<file path="config.mk">
export PLATFORM = sky130hd
export DESIGN_NAME = disp_bus_master
export DESIGN_NICKNAME = d
export VERILOG_FILES = /design/src/rtl/disp_bus_pkg.sv /design/src/rtl/disp_bus_timer.sv /design/src/rtl/disp_bus_ctrl.sv /design/src/rtl/disp_bus_datapath.sv /design/src/rtl/disp_bus_master.sv
export SDC_FILE = /design/constraint.sdc
export NUM_CORES = 1
export LEC_CHECK = 0
export ABC_AREA = 1
export BUFFER_PORTS_ARGS = -buffer_cell sky130_fd_sc_hd__buf_2
export CAP_MARGIN = 20
export CORE_AREA = 5 5 75 77
export CTS_CLUSTER_DIAMETER = 150
export CTS_CLUSTER_SIZE = 25
export DETAILED_ROUTE_END_ITERATION = 10
export DIE_AREA = 0 0 80 82
export GPL_TIMING_DRIVEN = 1
export PLACE_DENSITY = 0.73
export SLEW_MARGIN = 20
export SYNTH_ARGS = -nofsm -noshare
export SYNTH_HDL_FRONTEND = slang
export SYNTH_SLANG_ARGS = --single-unit
</file>
<file path="constraint.sdc">
create_clock -name clk -period 1.6 [get_ports clk]
set_input_delay 0.32 -clock clk [delete_from_list [all_inputs] [get_ports clk]]
set_output_delay 0.32 -clock clk [all_outputs]
set_load 0.01 [all_outputs]
</file>
<file path="src/rtl/disp_bus_pkg.sv">
package disp_bus_pkg;

  typedef enum logic [1:0] {
    KIND_CMD   = 2'd0,
    KIND_WRITE = 2'd1,
    KIND_READ  = 2'd2,
    KIND_RESET = 2'd3
  } dbm_kind_e;

  typedef enum logic [3:0] {
    ST_IDLE,
    ST_SETUP,
    ST_WLOW,
    ST_WHIGH,
    ST_TURN,
    ST_RLOW,
    ST_RHIGH,
    ST_PANEL_RST,
    ST_FIN
  } dbm_state_e;

  function automatic int max_int(input int a, input int b);
    return (a > b) ? a : b;
  endfunction

endpackage

</file>
<file path="src/rtl/disp_bus_timer.sv">
module disp_bus_timer #(
  parameter int CNT_W = 4
) (
  input  logic             clk,
  input  logic             rst_n,
  input  logic             clr,
  output logic [CNT_W-1:0] cnt
);

  logic [CNT_W-1:0] cnt_d;

  always_comb begin
    cnt_d = clr ? '0 : cnt + 1'b1;
  end

  always_ff @(posedge clk or negedge rst_n) begin
    if (!rst_n) cnt <= '0;
    else        cnt <= cnt_d;
  end

endmodule

</file>
<file path="src/rtl/disp_bus_ctrl.sv">
module disp_bus_ctrl
  import disp_bus_pkg::*;
#(
  parameter int WR_SETUP  = 1,
  parameter int WR_LOW    = 3,
  parameter int WR_IDLE   = 1,
  parameter int RD_LOW    = 8,
  parameter int RD_SAMPLE = 7,
  parameter int RD_IDLE   = 2,
  parameter int RST_CYC   = 16,
  parameter int CNT_W     = 5
) (
  input  logic             clk,
  input  logic             rst_n,
  input  logic             req_valid,
  input  dbm_kind_e        req_kind,
  input  logic [CNT_W-1:0] cnt,
  output dbm_state_e       state,
  output dbm_kind_e        kind,
  output logic             byte_sel,
  output logic             accept,
  output logic             tmr_clr,
  output logic             sample_en
);

  localparam logic [CNT_W-1:0] END_WS  = CNT_W'(WR_SETUP - 1);
  localparam logic [CNT_W-1:0] END_WL  = CNT_W'(WR_LOW - 1);
  localparam logic [CNT_W-1:0] END_WI  = CNT_W'(WR_IDLE - 1);
  localparam logic [CNT_W-1:0] END_RL  = CNT_W'(RD_LOW - 1);
  localparam logic [CNT_W-1:0] END_RI  = CNT_W'(RD_IDLE - 1);
  localparam logic [CNT_W-1:0] END_RS  = CNT_W'(RST_CYC - 1);
  localparam logic [CNT_W-1:0] AT_SMP  = CNT_W'(RD_SAMPLE - 1);

  dbm_state_e       state_d;
  dbm_kind_e        kind_d;
  logic             byte_sel_d;
  logic [CNT_W-1:0] phase_end;
  logic             phase_last;

  // Length of the current phase
  always_comb begin
    case (state)
      ST_SETUP:     phase_end = END_WS;
      ST_WLOW:      phase_end = END_WL;
      ST_WHIGH:     phase_end = END_WI;
      ST_RLOW:      phase_end = END_RL;
      ST_RHIGH:     phase_end = END_RI;
      ST_PANEL_RST: phase_end = END_RS;
      default:      phase_end = '0;
    endcase
  end

  assign phase_last = (cnt == phase_end);
  assign accept     = (state == ST_IDLE) && req_valid;
  assign sample_en  = (state == ST_RLOW) && (cnt == AT_SMP);
  assign tmr_clr    = (state_d != state);

  // Next-state process
  always_comb begin
    state_d    = state;
    kind_d     = kind;
    byte_sel_d = byte_sel;
    case (state)
      ST_IDLE: begin
        if (req_valid) begin
          kind_d     = req_kind;
          byte_sel_d = 1'b0;
          case (req_kind)
            KIND_READ:  state_d = ST_TURN;
            KIND_RESET: state_d = ST_PANEL_RST;
            default:    state_d = ST_SETUP;
          endcase
        end
      end
      ST_SETUP: if (phase_last) state_d = ST_WLOW;
      ST_WLOW:  if (phase_last) state_d = ST_WHIGH;
      ST_WHIGH: begin
        if (phase_last) begin
          if (byte_sel) state_d = ST_FIN;
          else begin
            state_d    = ST_SETUP;
            byte_sel_d = 1'b1;
          end
        end
      end
      ST_TURN:  state_d = ST_RLOW;
      ST_RLOW:  if (phase_last) state_d = ST_RHIGH;
      ST_RHIGH: begin
        if (phase_last) begin
          if (byte_sel) state_d = ST_FIN;
          else begin
            state_d    = ST_RLOW;
            byte_sel_d = 1'b1;
          end
        end
      end
      ST_PANEL_RST: if (phase_last) state_d = ST_FIN;
      ST_FIN:       state_d = ST_IDLE;
      default:      state_d = ST_IDLE;
    endcase
  end

  // Register process
  always_ff @(posedge clk or negedge rst_n) begin
    if (!rst_n) begin
      state    <= ST_IDLE;
      kind     <= KIND_WRITE;
      byte_sel <= 1'b0;
    end else begin
      state    <= state_d;
      kind     <= kind_d;
      byte_sel <= byte_sel_d;
    end
  end

endmodule

</file>
<file path="src/rtl/disp_bus_datapath.sv">
module disp_bus_datapath #(
  parameter int BYTE_W = 8,
  parameter int WORD_W = 2 * BYTE_W
) (
  input  logic              clk,
  input  logic              rst_n,
  input  logic              accept,
  input  logic [WORD_W-1:0] req_word,
  input  logic              byte_sel,
  input  logic              sample_en,
  input  logic [BYTE_W-1:0] bus_din,
  output logic [BYTE_W-1:0] bus_dout,
  output logic [WORD_W-1:0] rd_word
);

  logic [WORD_W-1:0] wr_word_q;
  logic [WORD_W-1:0] rd_word_d;

  // Upper lane goes out first
  assign bus_dout = byte_sel ? wr_word_q[BYTE_W-1:0] : wr_word_q[WORD_W-1:BYTE_W];

  always_comb begin
    rd_word_d = rd_word;
    if (sample_en) begin
      if (byte_sel) rd_word_d[BYTE_W-1:0]      = bus_din;
      else          rd_word_d[WORD_W-1:BYTE_W] = bus_din;
    end
  end

  always_ff @(posedge clk or negedge rst_n) begin
    if (!rst_n) begin
      wr_word_q <= '0;
      rd_word   <= '0;
    end else begin
      if (accept) wr_word_q <= req_word;
      rd_word <= rd_word_d;
    end
  end

endmodule

</file>
<file path="src/rtl/disp_bus_master.sv">
module disp_bus_master
  import disp_bus_pkg::*;
#(
  parameter int WR_SETUP  = 1,
  parameter int WR_LOW    = 3,
  parameter int WR_IDLE   = 1,
  parameter int RD_LOW    = 8,
  parameter int RD_SAMPLE = 7,
  parameter int RD_IDLE   = 2,
  parameter int RST_CYC   = 16
) (
  input  logic        clk,
  input  logic        rst_n,
  input  logic        req_valid,
  output logic        req_ready,
  input  logic [1:0]  req_kind,
  input  logic [15:0] req_word,
  output logic        done,
  output logic [15:0] rd_word,
  output logic        bus_cs_n,
  output logic        bus_wr_n,
  output logic        bus_rd_n,
  output logic        bus_dc,
  output logic        bus_rst_n,
  output logic [7:0]  bus_dout,
  output logic        bus_oe,
  input  logic [7:0]  bus_din
);

  localparam int BYTE_W = 8;
  localparam int MAX_PH = max_int(max_int(max_int(WR_SETUP, WR_LOW), max_int(WR_IDLE, RD_LOW)),
                                  max_int(RD_IDLE, RST_CYC));
  localparam int CNT_W  = $clog2(MAX_PH + 1);

  dbm_state_e       state;
  dbm_kind_e        kind;
  logic             byte_sel;
  logic             accept;
  logic             tmr_clr;
  logic             sample_en;
  logic [CNT_W-1:0] cnt;
  logic             wr_phase;

  disp_bus_timer #(.CNT_W(CNT_W)) u_timer (
    .clk   (clk),
    .rst_n (rst_n),
    .clr   (tmr_clr),
    .cnt   (cnt)
  );

  disp_bus_ctrl #(
    .WR_SETUP (WR_SETUP), .WR_LOW (WR_LOW), .WR_IDLE (WR_IDLE),
    .RD_LOW (RD_LOW), .RD_SAMPLE (RD_SAMPLE), .RD_IDLE (RD_IDLE),
    .RST_CYC (RST_CYC), .CNT_W (CNT_W)
  ) u_ctrl (
    .clk       (clk),
    .rst_n     (rst_n),
    .req_valid (req_valid),
    .req_kind  (dbm_kind_e'(req_kind)),
    .cnt       (cnt),
    .state     (state),
    .kind      (kind),
    .byte_sel  (byte_sel),
    .accept    (accept),
    .tmr_clr   (tmr_clr),
    .sample_en (sample_en)
  );

  disp_bus_datapath #(.BYTE_W(BYTE_W)) u_dp (
    .clk       (clk),
    .rst_n     (rst_n),
    .accept    (accept),
    .req_word  (req_word),
    .byte_sel  (byte_sel),
    .sample_en (sample_en),
    .bus_din   (bus_din),
    .bus_dout  (bus_dout),
    .rd_word   (rd_word)
  );

  // Pin levels decoded from the registered state
  assign wr_phase  = (state == ST_SETUP) || (state == ST_WLOW) || (state == ST_WHIGH);
  assign bus_oe    = wr_phase;
  assign bus_cs_n  = !(wr_phase || (state == ST_TURN) || (state == ST_RLOW) || (state == ST_RHIGH));
  assign bus_wr_n  = (state != ST_WLOW);
  assign bus_rd_n  = (state != ST_RLOW);
  assign bus_rst_n = (state != ST_PANEL_RST);
  assign bus_dc    = !(wr_phase && (kind == KIND_CMD));
  assign req_ready = (state == ST_IDLE);
  assign done      = (state == ST_FIN);

endmodule

</file>
==> metrics.yaml <==
worst_hold_path:
  min_to: "u_dp.wr_word_q[10]$_DFFE_PN0P_"
  worstHoldStart: "req_word[10]"
  hp-class: "input port to flip-flop"
  whs_path_depth: 3
detailed_routing:
  first_iter_violations: 116
  wl_per_cell_um: 13.19
  via_per_inst: 4.770
  finalWirelength_um: 6148
  vias: 2223
  final_antenna_net_count: 0
  drc: 0
  dr.pass1.iters: 5
floorplan:
  row_count: 26
  die_area_um2: 6560
  die_w_um: 80
  die_h_um: 82
  core-area_um2: 4945
  start_util: 0.4357
  pin_count: 61
setup_path:
  worstSetupPathType: "flip-flop to flip-flop"
  start_kind: "flip-flop"
  reg2reg_from: "u_ctrl.state[2]$_DFF_PN0_"
  startpoint: "u_ctrl.state[2]$_DFF_PN0_"
  worstPathArrival_ns: 2.14
  cp_max_fo: 7
  cp_data_required_time_ns: 1.79
  r2r_slack_ns: -0.35
  r2r_end: "u_timer.cnt[0]$_DFF_PN0_"
  reg2reg_depth: 16
  worst_setup_path_end_kind: "flip-flop"
finish:
  final_layout_size_suffix_gt1_frac: 0.4369
  num_antenna_cells: 0
  syn2layout_area_growth_pct: 53.77
  nets: 426
  fin_util: 0.6700
logic_synthesis:
  ys_seq_elements: 44
  syn_area_um2: 2155
  syn_inst: 281
  yosys_warnings: 0
  syn_nets: 312
  yosysSeqAreaShare: 0.5116
  netlist.area_leader.share: 0.4994
  avgSynthCellArea_um2: 7.667
  yosysTopAreaCell: "dfrtp_1"
  synthTopCellsByArea: "dfrtp_1 50%, nand2_1 21%, o21ai_0 4.6%, inv_1 4.4%, nand3_1 3.7%"
  synthDistinctLibCells: 24
clock_network:
  cts_sinks: 44
  root_buffer: "clkbuf_8"
  htreeDepth: 2
  numCtsBuffers: 5
  clk_pin_slew_ns: 0.08
  cts_max_path_buffers: 2
  worstSkewPairLatency_ns: 0.29
  tritoncts: "built"
timing:
  report.final.slew_viol_count: 0
  layout_setup_ws_ns: -0.3522
  tightest_slew_ns: 0.2304
  hold_viol: 0
  max_freq_mhz: 512.2
  fin_crit_sh: 1.220
  fin_skew_ns: 0.007033
  setup_violations: 13
  holdWs_ns: 0.2167
  rsz0062_at_grt: "true"
  fin_crit_ns: 1.952
  slew_headroom: 0.8453
power_and_ir_drop:
  power.density_nw_per_um2: 1886
  total_power_uw: 6250
  ir_drop_v: 0.0009017
  p_leak_uw: 0.001793
flow_run:
  maxCapViolations: 0
outcome:
  violations: "setup timing"
  run_status: "finished with violations"
place:
  gp_congestion: 0.9804
  port_buffers: 60
  dp_hpwl_um: 4069
global_route:
  grt_pass1_vias: 2213
  grt_usage: 0.1924
  grt_pass1_wl_um: 9784
  antenna_found_initial: 0
  grt_max_degree: 45
  gr-total-overflow: 0
logic make-up after synthesis:
kind of cell             count (synthesis)  synth area share
flip-flops                              44            0.5116
AND/OR/NAND/NOR                        168            0.3328
AO/OA/AOI/OAI                           30           0.07201
XOR/XNOR                                 3           0.01220
buffers and inverters                   34           0.05981
adder cells (fa/ha/maj)                  2           0.01161
where the power goes:
part           internal, uW  switching, uW  total (uW)
sequential             1430            227        1650
clock                   551            359         910
combinational          1680           2010        3690
total                  3660           2590        6250
critical path: stages, from the launching register on:
cell	delay (ns)
dfrtp_2	0.45
buf_4	0.16
buf_6	0.12
nand2_4	0.06
nor2_2	0.04
nand2_1	0.05
nand2_1	0.08
nor2_4	0.18
nand2_4	0.10
nand2_1	0.09
nand3_2	0.07
nand2_1	0.10
nand2_1	0.06
nand2_1	0.07
nor2_2	0.04
nand2_2	0.13
nor2_2	0.05
what timing repair did:
action,in CTS,in global routing
hold buffers,1,0
pin swaps,10,9
endpoints found under the setup margin,31,41
cloned,0,2
resized for setup,33,31
buffers inserted,12,8
hold endpoints to repair,1,0
cell usage in the layout (no fill, tap or decap), drive strengths merged:
cell type	Yosys	layout
nand2	128	128
buf	0	111
dfrtp	43	43
inv	26	27
nor2	21	21
o21ai	20	20
nand3	17	17
clkbuf	6	8
a21oi	7	7
xor2	2	2
ha	2	2
o21bai	1	1
nand3b	1	1
clkinv	2	1
a31oi	1	1
xnor2	1	1
nor3	1	1
o22ai	1	1
bufinv	0	1
dlygate4sd3	0	1
dfstp	1	1
sequential cells by signal, indices dropped and copies added, names as in the netlist:
signal           cells
u_ctrl.kind          2
u_timer.cnt          5
u_ctrl.byte_sel      1
u_ctrl.state         4
u_dp.wr_word_q      16
u_dp.rd_word        16
metrics by stage:
stage / cell area [um^2] / cells / setup WS [ns] / setup TNS (ns)
after detailed placement: 2793 / 437 / -0.3255 / -1.988
after CTS: 3138 / 457 / -0.2424 / -1.895
after floorplan: 2175 / 281 / -0.08758 / -0.4337
after global routing: 3313 / 466 / -0.4810 / -4.848
after global placement: 2793 / 437 / -0.2789 / -1.451
final: 3313 / 466 / -0.3522 / -2.853
metal layers:
metal	track usage	vias up	part of all wire
met4	0.08784	0	0.036
met2	0.3394	78	0.50
met1	0.2216	1021	0.41
met5	0	-	0
li1	-	1102	-
met3	0.04496	22	0.056
worst max path at each step:
stage,slack (ns),end,cells after the start
2_1_floorplan,-0.09,u_timer.cnt[2]$_DFF_PN0_,13
3_3_place_gp,-0.28,u_timer.cnt[2]$_DFF_PN0_,13
3_5_place_dp,-0.33,u_timer.cnt[2]$_DFF_PN0_,15
4_1_cts,-0.24,u_timer.cnt[2]$_DFF_PN0_,14
5_1_grt,-0.48,u_timer.cnt[2]$_DFF_PN0_,15
6_report,-0.35,u_timer.cnt[0]$_DFF_PN0_,16
synthesized netlist by cell type:
master	instances
nand3_2	1
xor2_1	2
clkinv_1	1
a31oi_1	1
nand3_1	16
a21oi_1	7
ha_1	2
inv_2	1
dfstp_2	1
nor2_2	8
nand3b_1	1
xnor2_1	1
nand2_1	123
dfrtp_1	43
o22ai_1	1
o21bai_1	1
clkbuf_1	6
inv_1	25
nor2_4	3
o21ai_0	20
nand2_2	5
nor3_1	1
clkinv_2	1
nor2_1	10
area by class of cell:
class                      instances  area, um^2
clock buffer                       7       96.34
clock inverter                     1       30.03
fill                             420        1632
inverter                          28       108.9
multi-input combinational        203        1072
sequential                        44        1106
tap                               70       87.58
timing repair buffer             113       812.0
(Power assumes the default switching activity.)
